**src/rtl/rx_stall_pkg.sv**
```systemverilog
package rx_stall_pkg;
  localparam int unsigned STALL_LIMIT_W = 7;

  typedef struct packed {
    logic armed;
    logic restart;
    logic count_ok;
  } stall_ctl_t;
endpackage

```
**src/rtl/rx_stall_arm.sv**
```systemverilog
module rx_stall_arm
  import rx_stall_pkg::*;
(
  input  logic       bit_tick,
  input  logic       char_rcvd,
  input  logic       fifo_pop,
  input  logic       fifo_has_data,
  input  logic       rx_int_en,
  input  logic       stall_en,
  output stall_ctl_t ctl
);
  always_comb begin
    ctl.armed    = rx_int_en & stall_en;
    ctl.restart  = char_rcvd | fifo_pop | ~fifo_has_data | ~ctl.armed;
    ctl.count_ok = bit_tick & ~ctl.restart;
  end
endmodule

```
**src/rtl/rx_stall_count.sv**
```systemverilog
module rx_stall_count #(
  parameter int unsigned LIMIT_W = 7,
  localparam int unsigned CNT_W  = LIMIT_W + 1
) (
  input  logic               clk,
  input  logic               rst_n,
  input  logic               restart,
  input  logic               count_ok,
  input  logic [LIMIT_W-1:0] limit,
  output logic               expire
);
  logic [CNT_W-1:0] idle_q, idle_d;
  logic [CNT_W-1:0] limit_x;
  logic             past_limit;

  always_comb begin
    limit_x    = {1'b0, limit};
    past_limit = (idle_q > limit_x);
    expire     = count_ok & (idle_q >= limit_x);
  end

  always_comb begin
    idle_d = idle_q;
    if (restart) begin
      idle_d = '0;
    end else if (count_ok && !past_limit) begin
      idle_d = idle_q + 1'b1;
    end
  end

  always_ff @(posedge clk or negedge rst_n) begin
    if (!rst_n) begin
      idle_q <= '0;
    end else begin
      idle_q <= idle_d;
    end
  end
endmodule

```
**src/rtl/rx_stall_flag.sv**
```systemverilog
module rx_stall_flag (
  input  logic clk,
  input  logic rst_n,
  input  logic armed,
  input  logic pop,
  input  logic expire,
  output logic req
);
  logic req_q, req_d;

  always_comb begin
    req_d = req_q;
    if (pop || !armed) begin
      req_d = 1'b0;
    end else if (expire) begin
      req_d = 1'b1;
    end
  end

  always_ff @(posedge clk or negedge rst_n) begin
    if (!rst_n) begin
      req_q <= 1'b0;
    end else begin
      req_q <= req_d;
    end
  end

  assign req = req_q;
endmodule

```
**src/rtl/rx_stall_timer.sv**
```systemverilog
module rx_stall_timer
  import rx_stall_pkg::*;
#(
  parameter int unsigned LIMIT_W = STALL_LIMIT_W
) (
  input  logic               clk,
  input  logic               rst_n,
  input  logic               bit_tick,
  input  logic               char_rcvd,
  input  logic               fifo_pop,
  input  logic               fifo_has_data,
  input  logic               rx_int_en,
  input  logic               stall_en,
  input  logic [LIMIT_W-1:0] stall_limit,
  output logic               stall_irq
);
  logic [1:0] rst_sync_q;
  logic       rst_int_n;
  stall_ctl_t ctl;
  logic       expire;

  always_ff @(posedge clk or negedge rst_n) begin
    if (!rst_n) begin
      rst_sync_q <= 2'b00;
    end else begin
      rst_sync_q <= {rst_sync_q[0], 1'b1};
    end
  end
  assign rst_int_n = rst_sync_q[1];

  rx_stall_arm u_arm (
    .bit_tick      (bit_tick),
    .char_rcvd     (char_rcvd),
    .fifo_pop      (fifo_pop),
    .fifo_has_data (fifo_has_data),
    .rx_int_en     (rx_int_en),
    .stall_en      (stall_en),
    .ctl           (ctl)
  );

  rx_stall_count #(.LIMIT_W(LIMIT_W)) u_count (
    .clk      (clk),
    .rst_n    (rst_int_n),
    .restart  (ctl.restart),
    .count_ok (ctl.count_ok),
    .limit    (stall_limit),
    .expire   (expire)
  );

  rx_stall_flag u_flag (
    .clk    (clk),
    .rst_n  (rst_int_n),
    .armed  (ctl.armed),
    .pop    (fifo_pop),
    .expire (expire),
    .req    (stall_irq)
  );
endmodule

```
**config.mk**
```make
export PLATFORM = sky130hd
export DESIGN_NAME = rx_stall_timer
export DESIGN_NICKNAME = d
export VERILOG_FILES = /design/src/rtl/rx_stall_pkg.sv /design/src/rtl/rx_stall_arm.sv /design/src/rtl/rx_stall_count.sv /design/src/rtl/rx_stall_flag.sv /design/src/rtl/rx_stall_timer.sv
export SDC_FILE = /design/constraint.sdc
export NUM_CORES = 1
export LEC_CHECK = 0
export ABC_AREA = 1
export BUFFER_PORTS_ARGS = -buffer_cell sky130_fd_sc_hd__buf_4
export CELL_PAD_IN_SITES_DETAIL_PLACEMENT = 1
export CELL_PAD_IN_SITES_GLOBAL_PLACEMENT = 2
export CORE_MARGIN = 2
export CORE_UTILIZATION = 30
export DETAILED_ROUTE_END_ITERATION = 16
export GPL_TIMING_DRIVEN = 0
export PLACE_DENSITY = 0.78
export SLEW_MARGIN = 5
export SYNTH_ARGS = -nofsm -noshare
export SYNTH_HDL_FRONTEND = slang
export SYNTH_SLANG_ARGS = --single-unit
```
**constraint.sdc**
```tcl
create_clock -name clk -period 0.8 [get_ports clk]
set_clock_uncertainty 0.15 [all_clocks]
set_input_delay 0.16 -clock clk [delete_from_list [all_inputs] [get_ports clk]]
set_output_delay 0.16 -clock clk [all_outputs]
set_load 0.005 [all_outputs]
```
== Yosys cells after proc, flatten, opt, wreduce, memory -nomap -nowiden ==
Cells that the tools add are included.

* Flip-flop bits (word level): 11
* Latch bits: 0
* RAM bits: 0
* Bits in read-only memories: 0
* Input bits: 15
* Output and inout bits: 1
* Logic and storage cells: 25
* Memories: 0

* Add/subtract/negate cells: 1
* $mul: 0
* Divide/modulo/power cells: 0
* Order comparisons: 2
* Equality and inequality tests: 0
* Shift-type cells: 0
* Muxes and demuxes: 4
* Bitwise gates (word level): 9
* Reductions and logical operators: 6

{| class="wikitable"
|+ Operators by type and width
! cell !! count
|-
| 2-to-1 mux 8 bit || 2
|-
| adder 8 x 1 -> 8 bit (second input constant) || 1
|-
| >= comparator 8 x 7 -> 1 bit || 1
|-
| > comparator 8 x 7 -> 1 bit || 1
|-
| nonzero test 2 bit || 2
|-
| AND 1 bit || 3
|-
| inverter 1 bit || 3
|-
| bitwise OR 1 bit || 3
|-
| logical NOT 1 bit || 2
|-
| 2-to-1 mux 1 bit || 2
|-
| logical AND 1 bit || 1
|-
| logical OR 1 bit || 1
|}

== Longest topological paths before layout ==
Gate-level depths: netlist of run 1.

* Word-level depth: 8
* Depth in mapped cells: 13
* Gate-level depth less buffers: 13

== Hierarchy ==
From an unflattened synthesis of run 1, not the netlist that was laid out.

* Cells, all modules: 123
* Area total of the unflattened synthesis: 870.8 µm²

{| class="wikitable"
|+ By module, submodules not included
! module !! times used !! cells an instance !! area an instance (µm²) !! seq. area each (µm²)
|-
| rx_stall_count || 1 || 107 || 739.5 || 200.2
|-
| rx_stall_timer || 1 || 3 || 53.8 || 50.0
|-
| rx_stall_flag || 1 || 5 || 40.0 || 25.0
|-
| rx_stall_arm || 1 || 8 || 37.5 || 0.0
|}

== Least setup slack after synthesis of run 1 ==
Ideal clock, no wire load.

* Path type: flip-flop to flip-flop
* Start: register u_count.idle_q[3]
* End: register u_count.idle_q[0]
* Setup time: 119 ps
* Arrival: 1,340 ps
* Required time: 531 ps
* Setup slack: -809 ps
* Cell stages (with the launch flop): 12
* Path buffers: 0
* Period minus slack after synthesis: 1,609 ps
* Cell sequence: dfrtp_1 ha_1 nand2_1 inv_2 nand2_1 nand2_1 nand2_1 nand2_2 nand2_4 nand2_4 nand3_1 nand2_1

* Longest elaborated chain between the ends: 4

{| class="wikitable"
|+ Ends and longest elaborated chain
! item !! line !! RTL
|-
| start, declared || rx_stall_count.sv:12 || <nowiki>logic [CNT_W-1:0] idle_q, idle_d;</nowiki>
|-
| start signal, assigned || rx_stall_count.sv:35 || <nowiki>idle_q <= idle_d;</nowiki>
|-
| > comparator 8 x 7 -> 1 bit || rx_stall_count.sv:18 || <nowiki>past_limit = (idle_q > limit_x);</nowiki>
|-
| logical NOT 1 bit || rx_stall_count.sv:26 || <nowiki>end else if (count_ok && !past_limit) begin</nowiki>
|-
| logical AND 1 bit || rx_stall_count.sv:26 ||
|-
| nonzero test 2 bit (no line) || - ||
|}

Every way passes these cells.
A chain may end at the register's enable or synchronous reset.

== Final worst setup path of run 1 ==
* Start: register u_count.idle_q[3]
* End: register u_count.idle_q[7]

* Longest elaborated chain between the ends: 4
* Elaborated cells on any way between the ends: 7
* Those cells by class: add/sub (1); order compare (1); mux (2); reduce/logical (3)

{| class="wikitable"
|+ Ends and longest elaborated chain
! item !! line
|-
| > comparator 8 x 7 -> 1 bit || rx_stall_count.sv:18
|-
| logical NOT 1 bit || rx_stall_count.sv:26
|-
| logical AND 1 bit || rx_stall_count.sv:26
|-
| nonzero test 2 bit (no line) || -
|}

Several ways; a longest one is shown, not always the timed one. The select of a mux whose other input is x is not followed.

==> results of run 1 <==
==> path summary, 6_finish.rpt <==
kind / slack, ns / startpoint / cells past startpoint / to
worst min register to register: 0.01 / rst_sync_q[1] / 0 / u_count.idle_q[1]
min in group clk: 0.01 / fifo_pop / 4 / u_flag.req
worst max-delay path: -0.93 / u_count.idle_q[3] / 9 / u_count.idle_q[7]
max in group asynchronous: 0.16 / rst_sync_q[1] / 0 / u_count.idle_q[3]
worst max register to register: -0.93 / u_count.idle_q[3] / 9 / u_count.idle_q[7]
worst min-delay path: 0.01 / rst_sync_q[1] / 0 / u_count.idle_q[1]
==> state kept, by name (all words and copies together) (netlist names) <==
signal / count
rst_sync_q: 2
u_count.idle_q: 8
u_flag.req: 1
==> worst reg2reg max path, cell delays in order (launching register included) <==
cell and delay (ns):
dfrtp_2 0.43, ha_4 0.28, nand2_2 0.05, inv_2 0.07
buf_6 0.10, nand4_4 0.14, nand2_8 0.15, nand2_8 0.10
nand3_2 0.09, nand2_1 0.07
==> metrics by stage <==
stage               setup TNS (ns)  power, mW  std cells
global placement             -8.98      0.695        154
CTS                          -8.28       1.11        166
floorplan                    -7.09      0.632        109
detailed placement           -9.21      0.701        154
global route                 -9.13       1.18        172
finish                       -8.44       1.13        172
==> cell type report <==
class	count	share of cell area
Timing Repair Buffer	29	0.178
Tap cell	30	0.0284
Multi-Input combinational cell	78	0.506
Sequential cell	11	0.211
Inverter	20	0.0568
Clock buffer	4	0.0199
==> cell usage in the layout (no fill, tap or decap), drive strengths merged <==
cell          n
a21oi         2
a31o          1
buf          28
clkbuf        4
clkinv        1
conb          1
dfrtp        11
dlygate4sd3   1
ha            8
inv          19
nand2        33
nand3        17
nand3b        2
nand4         3
nor2          8
xor2          3
==> kinds of logic (layout without fill, tap and decap cells) <==
group	count (synthesis)	after routing	share of synthesized area
flip-flops	11	11	0.334
adder cells (fa/ha/maj)	8	8	0.122
XOR/XNOR	3	3	0.0319
AND/OR/NAND/NOR	63	63	0.389
AO/OA/AOI/OAI	3	3	0.0274
other	1	1	0.00455
buffers and inverters	20	53	0.0912
==> repair_timing <==
action,4_1_cts,5_1_grt
hold buffers,1,0
setup buffers,7,6
resized for setup,17,26
setup endpoints to repair,10,10
hold endpoints to repair,2,0
pin swaps,11,18
==> routing by layer <==
metal | track usage | share of wire | routed length [µm]
met2 | 0.267 | 0.52 | 1230
met1 | 0.196 | 0.42 | 1000
met3 | 0.0300 | 0.046 | 110
met4 | 0.0442 | 0.0097 | 23
met5 | 0 | 0 | 0
==> power breakdown <==
group          internal (mW)  switching, mW
Combinational         0.0915         0.0796
Clock                  0.193          0.189
Sequential             0.561         0.0111
Total                  0.846          0.280
==> flow_summary.ini, run 1 <==
[drt]
drt_wl_total_um = 2370
antenna_left = 0
viasPerCell = 4.87
drt-initial-drc-count = 11
drc = 0
first_pass_iters = 4
post_drt_wl_per_cell_um = 13.8
vias = 838

[layout]
final-seq-area_um2 = 279
antenna_cells = 0
num-fill-cells = 290
final_area_um2 = 1320
drive_gt1_frac = 0.514
nets = 166
synthToLayoutAreaGrowth_pct = 60.5
fin_util = 0.519
multi_input_area_um2 = 668

[timing]
fin_crit_ns = 1.73
period_share = 2.17
fin_ws_ns = -0.933
maxSlewViolCount = 0
rsz0062_at_grt = yes
max_freq_mhz = 577
setup_viol_count_final = 10
fin_hold_ws_ns = 0.0132
hold_viol = 0

[logic_synthesis]
synth_common_cells = nand2_1 (29), inv_1 (17), nand3_1 (17)
avgSynthCellArea_um2 = 7.55
synth_cells = 109
synth_edf_count = 0
ys_seq_area_frac = 0.334
synth_top_area_cell = dfrtp_1
synthTopCellsByArea = dfrtp_1 (33%), nand2_1 (13%), ha_1 (12%)
ys_seq_elements = 11
async_flop_share = 1.00
synth.top_cell.area_share = 0.334
syn_area_um2 = 823
synth.net_count = 132
ys_warn_count = 0
synth.most_common_cell = nand2_1
synth.distinct_cells = 20
synth_flop_cell = dfrtp_1

[outcome]
status = complete, but fails checks
violations = setup timing

[clocking]
cts_tree = done
clockBufferDepth = 2
cts_buffers = 3
cts.sinks = 11
htreeDepth = 1
clk_latency_ns = 0.27
clkTransAtPathRegs_ns = 0.07
cts_root_buf = clkbuf_4

[setup_path]
worst_ep_arrival_time_ns = 1.75
cp_num_buf_inv = 2
endpoint_kind = register
crit_fanout = 8
crit_slowest_cell = dfrtp_2
worstSetupPathType = register to register
worstPathRequired_ns = 0.82
critPathMaxStageDelay_ns = 0.43
crit_chain = ha_4 -> nand2_2 -> inv_2 -> buf_6 -> nand4_4 -> nand2_8 -> nand2_8 -> nand3_2 -> nand2_1
cp-start-kind = register
cpLargestDelayFamily = simple AND/OR/NAND/NOR gates
cpMostUsedCell = nand2_8

[floorplan]
fp.dieW_um = 56.4
die_area_um2 = 3180
io_pins = 16
core_area_um2 = 2540
start_util = 0.324
die_h_um = 56.4
rows = 18

[pwr]
power_density_nw_per_um2 = 852
leakagePower_nw = 0.682
ir_worst_vdd_mv = 1.14

[placement]
port-buffer-count = 15
place_congestion = 0.700
dp_slack_ns = -1.07
dpl_cell_area_um2 = 973
hpwlAfterDp_um = 1570

[global_routing]
grt.total_usage = 0.155
grt_pass1_vias = 909
grt_max_degree = 11
grt_pass1_wl_um = 3940
antenna_found_initial = 0
grt_overflow = 0

[job]
cap_violations = 0

[worst_hold_path]
hold_path.class = register to async pin
Power figures use the tool's default switching activity.
==> run 2, diff against run 1 <==
clock period = 1.65 ns   (was 0.8 ns; I/O delays follow)
==> flow_summary.ini, run 2 (same netlist as run 1, synthesis figures left out) <==
[outcome]
status = complete, but fails checks
violations = setup timing

[setup_path]
cp_num_buf_inv = 2
cp.depth = 11
worstPathRequired_ns = 1.67
worstSetupPathType = register to register
crit_slowest_cell = dfrtp_2
cpLargestDelayFamily = simple AND/OR/NAND/NOR gates
rrSetupSlack_ns = -0.07
crit_end = u_count.idle_q[4]
critPathMaxStageDelay_ns = 0.44
endpoint_kind = register
crit_path_start = u_count.idle_q[3]
rr_worst_depth = 11
cpMostUsedCell = nand2_1
rr_startpoint = u_count.idle_q[3]
cp-start-kind = register
r2r_end = u_count.idle_q[4]
crit_fanout = 7
crit_chain = ha_4 -> nand2_2 -> inv_2 -> nand2_1 -> nand2_1 -> nand2_2 -> nand2_4 -> nand2_8 -> buf_6 -> nand4_1 -> nand2_1
worst_ep_arrival_time_ns = 1.74

[timing]
setup_viol_count_final = 8
max_freq_mhz = 580
hold_viol = 0
period_share = 1.04
fin_crit_ns = 1.72
fin_ws_ns = -0.0737
fin_hold_ws_ns = 0.00340
maxSlewViolCount = 0
rsz0062_at_grt = yes

[placement]
placedCellCount = 154
hpwlAfterDp_um = 1590
place_congestion = 0.700
dp_slack_ns = -0.222
dpl_cell_area_um2 = 973
port-buffer-count = 15

[drt]
viasPerCell = 4.74
antenna_left = 0
vias = 811
drt-initial-drc-count = 32
post_drt_wl_per_cell_um = 13.6
drc = 0
drt_wl_total_um = 2330
first_pass_iters = 4

[layout]
final_cell_mix = buf_4 (26), nand2_1 (24), inv_1 (16)
largest_reg_flops = 8
drive_gt1_frac = 0.468
num-fill-cells = 294
fin_cells = 171
antenna_cells = 0
nets = 165
layout_commonest_cell = buf_4
regMostFlops = u_count.idle_q
final_area_um2 = 1280
synthToLayoutAreaGrowth_pct = 55.8

[pwr]
p_int_uw = 408
leakagePower_nw = 0.678
power_density_nw_per_um2 = 432
ir_worst_vdd_mv = 0.380
pwr-share-comb = 0.144
switching_share = 0.263
power.total_uw = 554
pwr-share-clk = 0.355
switching_power_uw = 146
pwr-share-seq = 0.500

[floorplan]
die_h_um = 56.4
core_area_um2 = 2540
start_util = 0.324
die_area_um2 = 3180
rows = 18
fp.dieW_um = 56.4
io_pins = 16

[global_routing]
grt_max_degree = 11
grt_overflow = 0
grt_pass1_vias = 916
grt_pass1_wl_um = 3880
grt.total_usage = 0.159
antenna_found_initial = 0

[clocking]
clk_latency_ns = 0.28
clkTransAtPathRegs_ns = 0.08
cts.sinks = 11
cts_buffers = 3
cts_root_buf = clkbuf_4
clockBufferDepth = 2
cts_tree = done
htreeDepth = 1

[job]
cap_violations = 0

[worst_hold_path]
hold_path.class = register to async pin
[run 2: cell count changes in the layout (fill, tap and decap cells not counted)]
cell,delta
buf_6,-3
nand2_1,+2
nand3_1,+2
inv_2,-1
a21oi_4,-1
a21oi_2,+1
nand3_2,-2
nand2_2,-3
inv_1,+1
nor2_1,+1
nand2_4,+1
nor2_2,-1
buf_4,+2
[run 2: routing by layer]
layer,up-vias,global-route usage,share of wire
li1,409,-,-
met4,0,0.0578,0
met3,0,0.0369,0.036
met5,-,0,0
met1,388,0.191,0.43
met2,14,0.274,0.53
[run 2: cell type report]
class / instances / area [µm²] / area share
repair buffers: 28 / 216 / 0.169
well taps: 30 / 37.5 / 0.0293
clock buffers: 4 / 26.3 / 0.0205
multi-input cells: 78 / 648 / 0.505
inverters: 20 / 75.1 / 0.0585
flip-flops and latches: 11 / 279 / 0.218
[run 2: worst reg2reg max path: stages, from the launching register on]
cell     delay [ns]
dfrtp_2        0.44
ha_4           0.28
nand2_2        0.05
inv_2          0.08
nand2_1        0.05
nand2_1        0.07
nand2_2        0.07
nand2_4        0.08
nand2_8        0.08
buf_6          0.14
nand4_1        0.07
nand2_1        0.06
[run 2: timing repair]
action,CTS,global route
setup buffers,7,5
gates resized for setup,15,19
hold buffers,1,0
hold endpoints to repair,2,0
setup endpoints to repair,8,8
pin swaps,10,7
[run 2: how the worst min path moves through the flow]
stage                              endpoint  cells after the start
final                            u_flag.req                      0
after global routing      u_count.idle_q[6]                      0
after CTS                        u_flag.req                      0
after detailed placement      rst_sync_q[0]                      1
after global placement        rst_sync_q[0]                      1
after floorplan               rst_sync_q[0]                      0
[run 2: power groups by stage]
stage	clock [mW]	sequential (mW)	combinational [mW]
detailed placement	0	0.283	0.0572
CTS	0.199	0.277	0.0677
floorplan	0	0.281	0.0254
finish	0.197	0.277	0.0800
global route	0.214	0.278	0.0893
global placement	0	0.283	0.0541
[run 2: metrics by stage]
step,setup TNS (ns),util
2_1_floorplan,0,-
3_3_place_gp,-1.34,0.382
3_5_place_dp,-1.60,0.382
4_1_cts,-0.412,0.451
5_1_grt,-1.21,0.504
6_report,-0.458,0.504
==> run 3, diff against run 2 <==
ABC_AREA = unset   (was 1)
CORE_UTILIZATION = 32   (was 30)
PLACE_DENSITY = 0.77   (was 0.78)
==> flow_summary.ini, run 3 <==
[floorplan]
die_area_um2 = 2810
rows = 17
io_pins = 16
die_h_um = 53.0
fp.dieW_um = 53.0
start_util = 0.344
core_area_um2 = 2230

[timing]
fin_crit_ns = 2.25
tightestPinTransition_ns = 0.925
maxSlewViolCount = 0
max_slew_margin = 0.375
max_freq_mhz = 445
hold_viol = 0
setup-tns-final_ns = -4.16
setup_viol_count_final = 9
fin_ws_ns = -0.599
rsz0062_at_grt = yes
period_share = 1.36

[pwr]
switching_power_uw = 155
power_density_nw_per_um2 = 464
p_int_uw = 415
pwr-share-seq = 0.487
ir_worst_vdd_mv = 0.313
pwr-share-clk = 0.348
leakagePower_nw = 0.539
switching_share = 0.272
pwr-share-comb = 0.166

[worst_hold_path]
hold_path.class = register to async pin

[global_routing]
grt.total_usage = 0.191
grt_max_degree = 10
grt_pass1_wl_um = 3810
antenna_found_initial = 0
grt_overflow = 0
grt_pass1_vias = 827

[setup_path]
endpoint_kind = register
crit_fanout = 5
worstSetupPathType = register to register
worst_ep_arrival_time_ns = 2.30
worstPathRequired_ns = 1.70
cp-start-kind = register

[logic_synthesis]
ys_seq_elements = 11
synth.most_common_cell = dfrtp_1
synth.distinct_cells = 32
synth_cells = 80
synth.top_cell.area_share = 0.358
synth_top_area_cell = dfrtp_1
synthTopCellsByArea = dfrtp_1 (36%), ha_1 (13%), a21oi_1 (4.6%)
avgSynthCellArea_um2 = 9.60
synth_edf_count = 0
ys_seq_area_frac = 0.358
syn_area_um2 = 768
synth_flop_cell = dfrtp_1
synth.net_count = 103
ys_warn_count = 0
async_flop_share = 1.00
synth_common_cells = dfrtp_1 (11), ha_1 (8), inv_1 (8)

[layout]
final_cell_mix = buf_4 (34), inv_1 (8), dfrtp_1 (7)
regMostFlops = u_count.idle_q
largest_reg_flops = 8
fin_util = 0.550
synthToLayoutAreaGrowth_pct = 59.9
nets = 144
layout_commonest_cell = buf_4
antenna_cells = 0
drive_gt1_frac = 0.525
final_area_um2 = 1230

[outcome]
violations = setup timing
status = complete, but fails checks

[drt]
antenna_left = 0
post_drt_wl_per_cell_um = 16.9
viasPerCell = 5.36
drt_wl_total_um = 2490
drc = 0
vias = 794
drt-initial-drc-count = 5
first_pass_iters = 4

[placement]
place_congestion = 0.717
hpwlAfterDp_um = 1530
dp_slack_ns = -0.757
port-buffer-count = 15
dpl_cell_area_um2 = 928

[clocking]
cts_buffers = 3
htreeDepth = 1
clockBufferDepth = 2
clk_latency_ns = 0.28
clkTransAtPathRegs_ns = 0.08
cts.sinks = 11
cts_root_buf = clkbuf_4
cts_tree = done

[job]
cap_violations = 0
-- run 3: worst paths after layout --
check,start,end,slack (ns),cells past startpoint
hold / removal,rst_sync_q[1],u_count.idle_q[2],0.03,0
min in group clk,bit_tick,u_flag.req,0.19,2
setup reg to reg,u_count.idle_q[1],u_count.idle_q[5],-0.60,8
hold reg to reg,rst_sync_q[1],u_count.idle_q[2],0.03,0
setup / recovery,u_count.idle_q[1],u_count.idle_q[5],-0.60,8
max in group asynchronous,rst_sync_q[1],u_count.idle_q[4],1.00,0
-- run 3: cell families after synthesis --
group | synth area share
buffers and inverters | 0.0603
multiplexers | 0.0130
adder cells (fa/ha/maj) | 0.130
AND/OR/NAND/NOR | 0.228
AO/OA/AOI/OAI | 0.205
flip-flops | 0.358
other | 0.00488
-- run 3: power by group through the flow --
| stage | logic, mW | clock network (mW) | registers [mW] |
|---|---|---|---|
| 2_1_floorplan | 0.0330 | 0 | 0.281 |
| 3_3_place_gp | 0.0661 | 0 | 0.283 |
| 3_5_place_dp | 0.0689 | 0 | 0.283 |
| 4_1_cts | 0.0832 | 0.202 | 0.278 |
| 5_1_grt | 0.104 | 0.215 | 0.278 |
| 6_report | 0.0945 | 0.198 | 0.277 |
-- run 3: worst max-delay path: stages, from the launching register on --
cell      delay [ns]
dfrtp_1         0.42
ha_4            0.29
buf_6           0.08
nand4_1         0.17
nor2_4          0.18
a211oi_2        0.06
buf_4           0.18
or4_4           0.51
a21oi_2         0.14
-- run 3: area by class of cell --
type | count | area (µm²)
multi-input combinational | 59 | 557
clock buffer | 3 | 22.5
clock inverter | 1 | 5.00
buffer | 2 | 18.8
inverter | 8 | 30.0
sequential | 11 | 280
fill | 262 | 1000
tap | 28 | 35.0
timing repair buffer | 36 | 280
-- run 3: layer usage --
| metal | global-route usage | part of all wire |
|---|---|---|
| met2 | 0.344 | 0.53 |
| met5 | 0 | 0 |
| met4 | 0.0342 | 0.0096 |
| met3 | 0.0621 | 0.045 |
| met1 | 0.219 | 0.42 |
-- run 3: per-stage QoR --
| stage | instances | total power, mW | hold slack, ns |
|---|---|---|---|
| final | 148 | 0.570 | 0.0283 |
| after global routing | 148 | 0.597 | 0.0591 |
| after CTS | 140 | 0.563 | 0.0465 |
| after detailed placement | 123 | 0.352 | -0.0367 |
| after global placement | 123 | 0.349 | -0.0381 |
| after floorplan | 80 | 0.314 | -0.116 |
-- run 3: timing repair --
| item | CTS | global route |
|---|---|---|
| hold buffers | 1 | 0 |
| setup buffers | 12 | 8 |
| setup endpoints to repair | 9 | 9 |
| pin swaps | 12 | 9 |
| hold endpoints to repair | 2 | 0 |
| gates resized for setup | 11 | 13 |
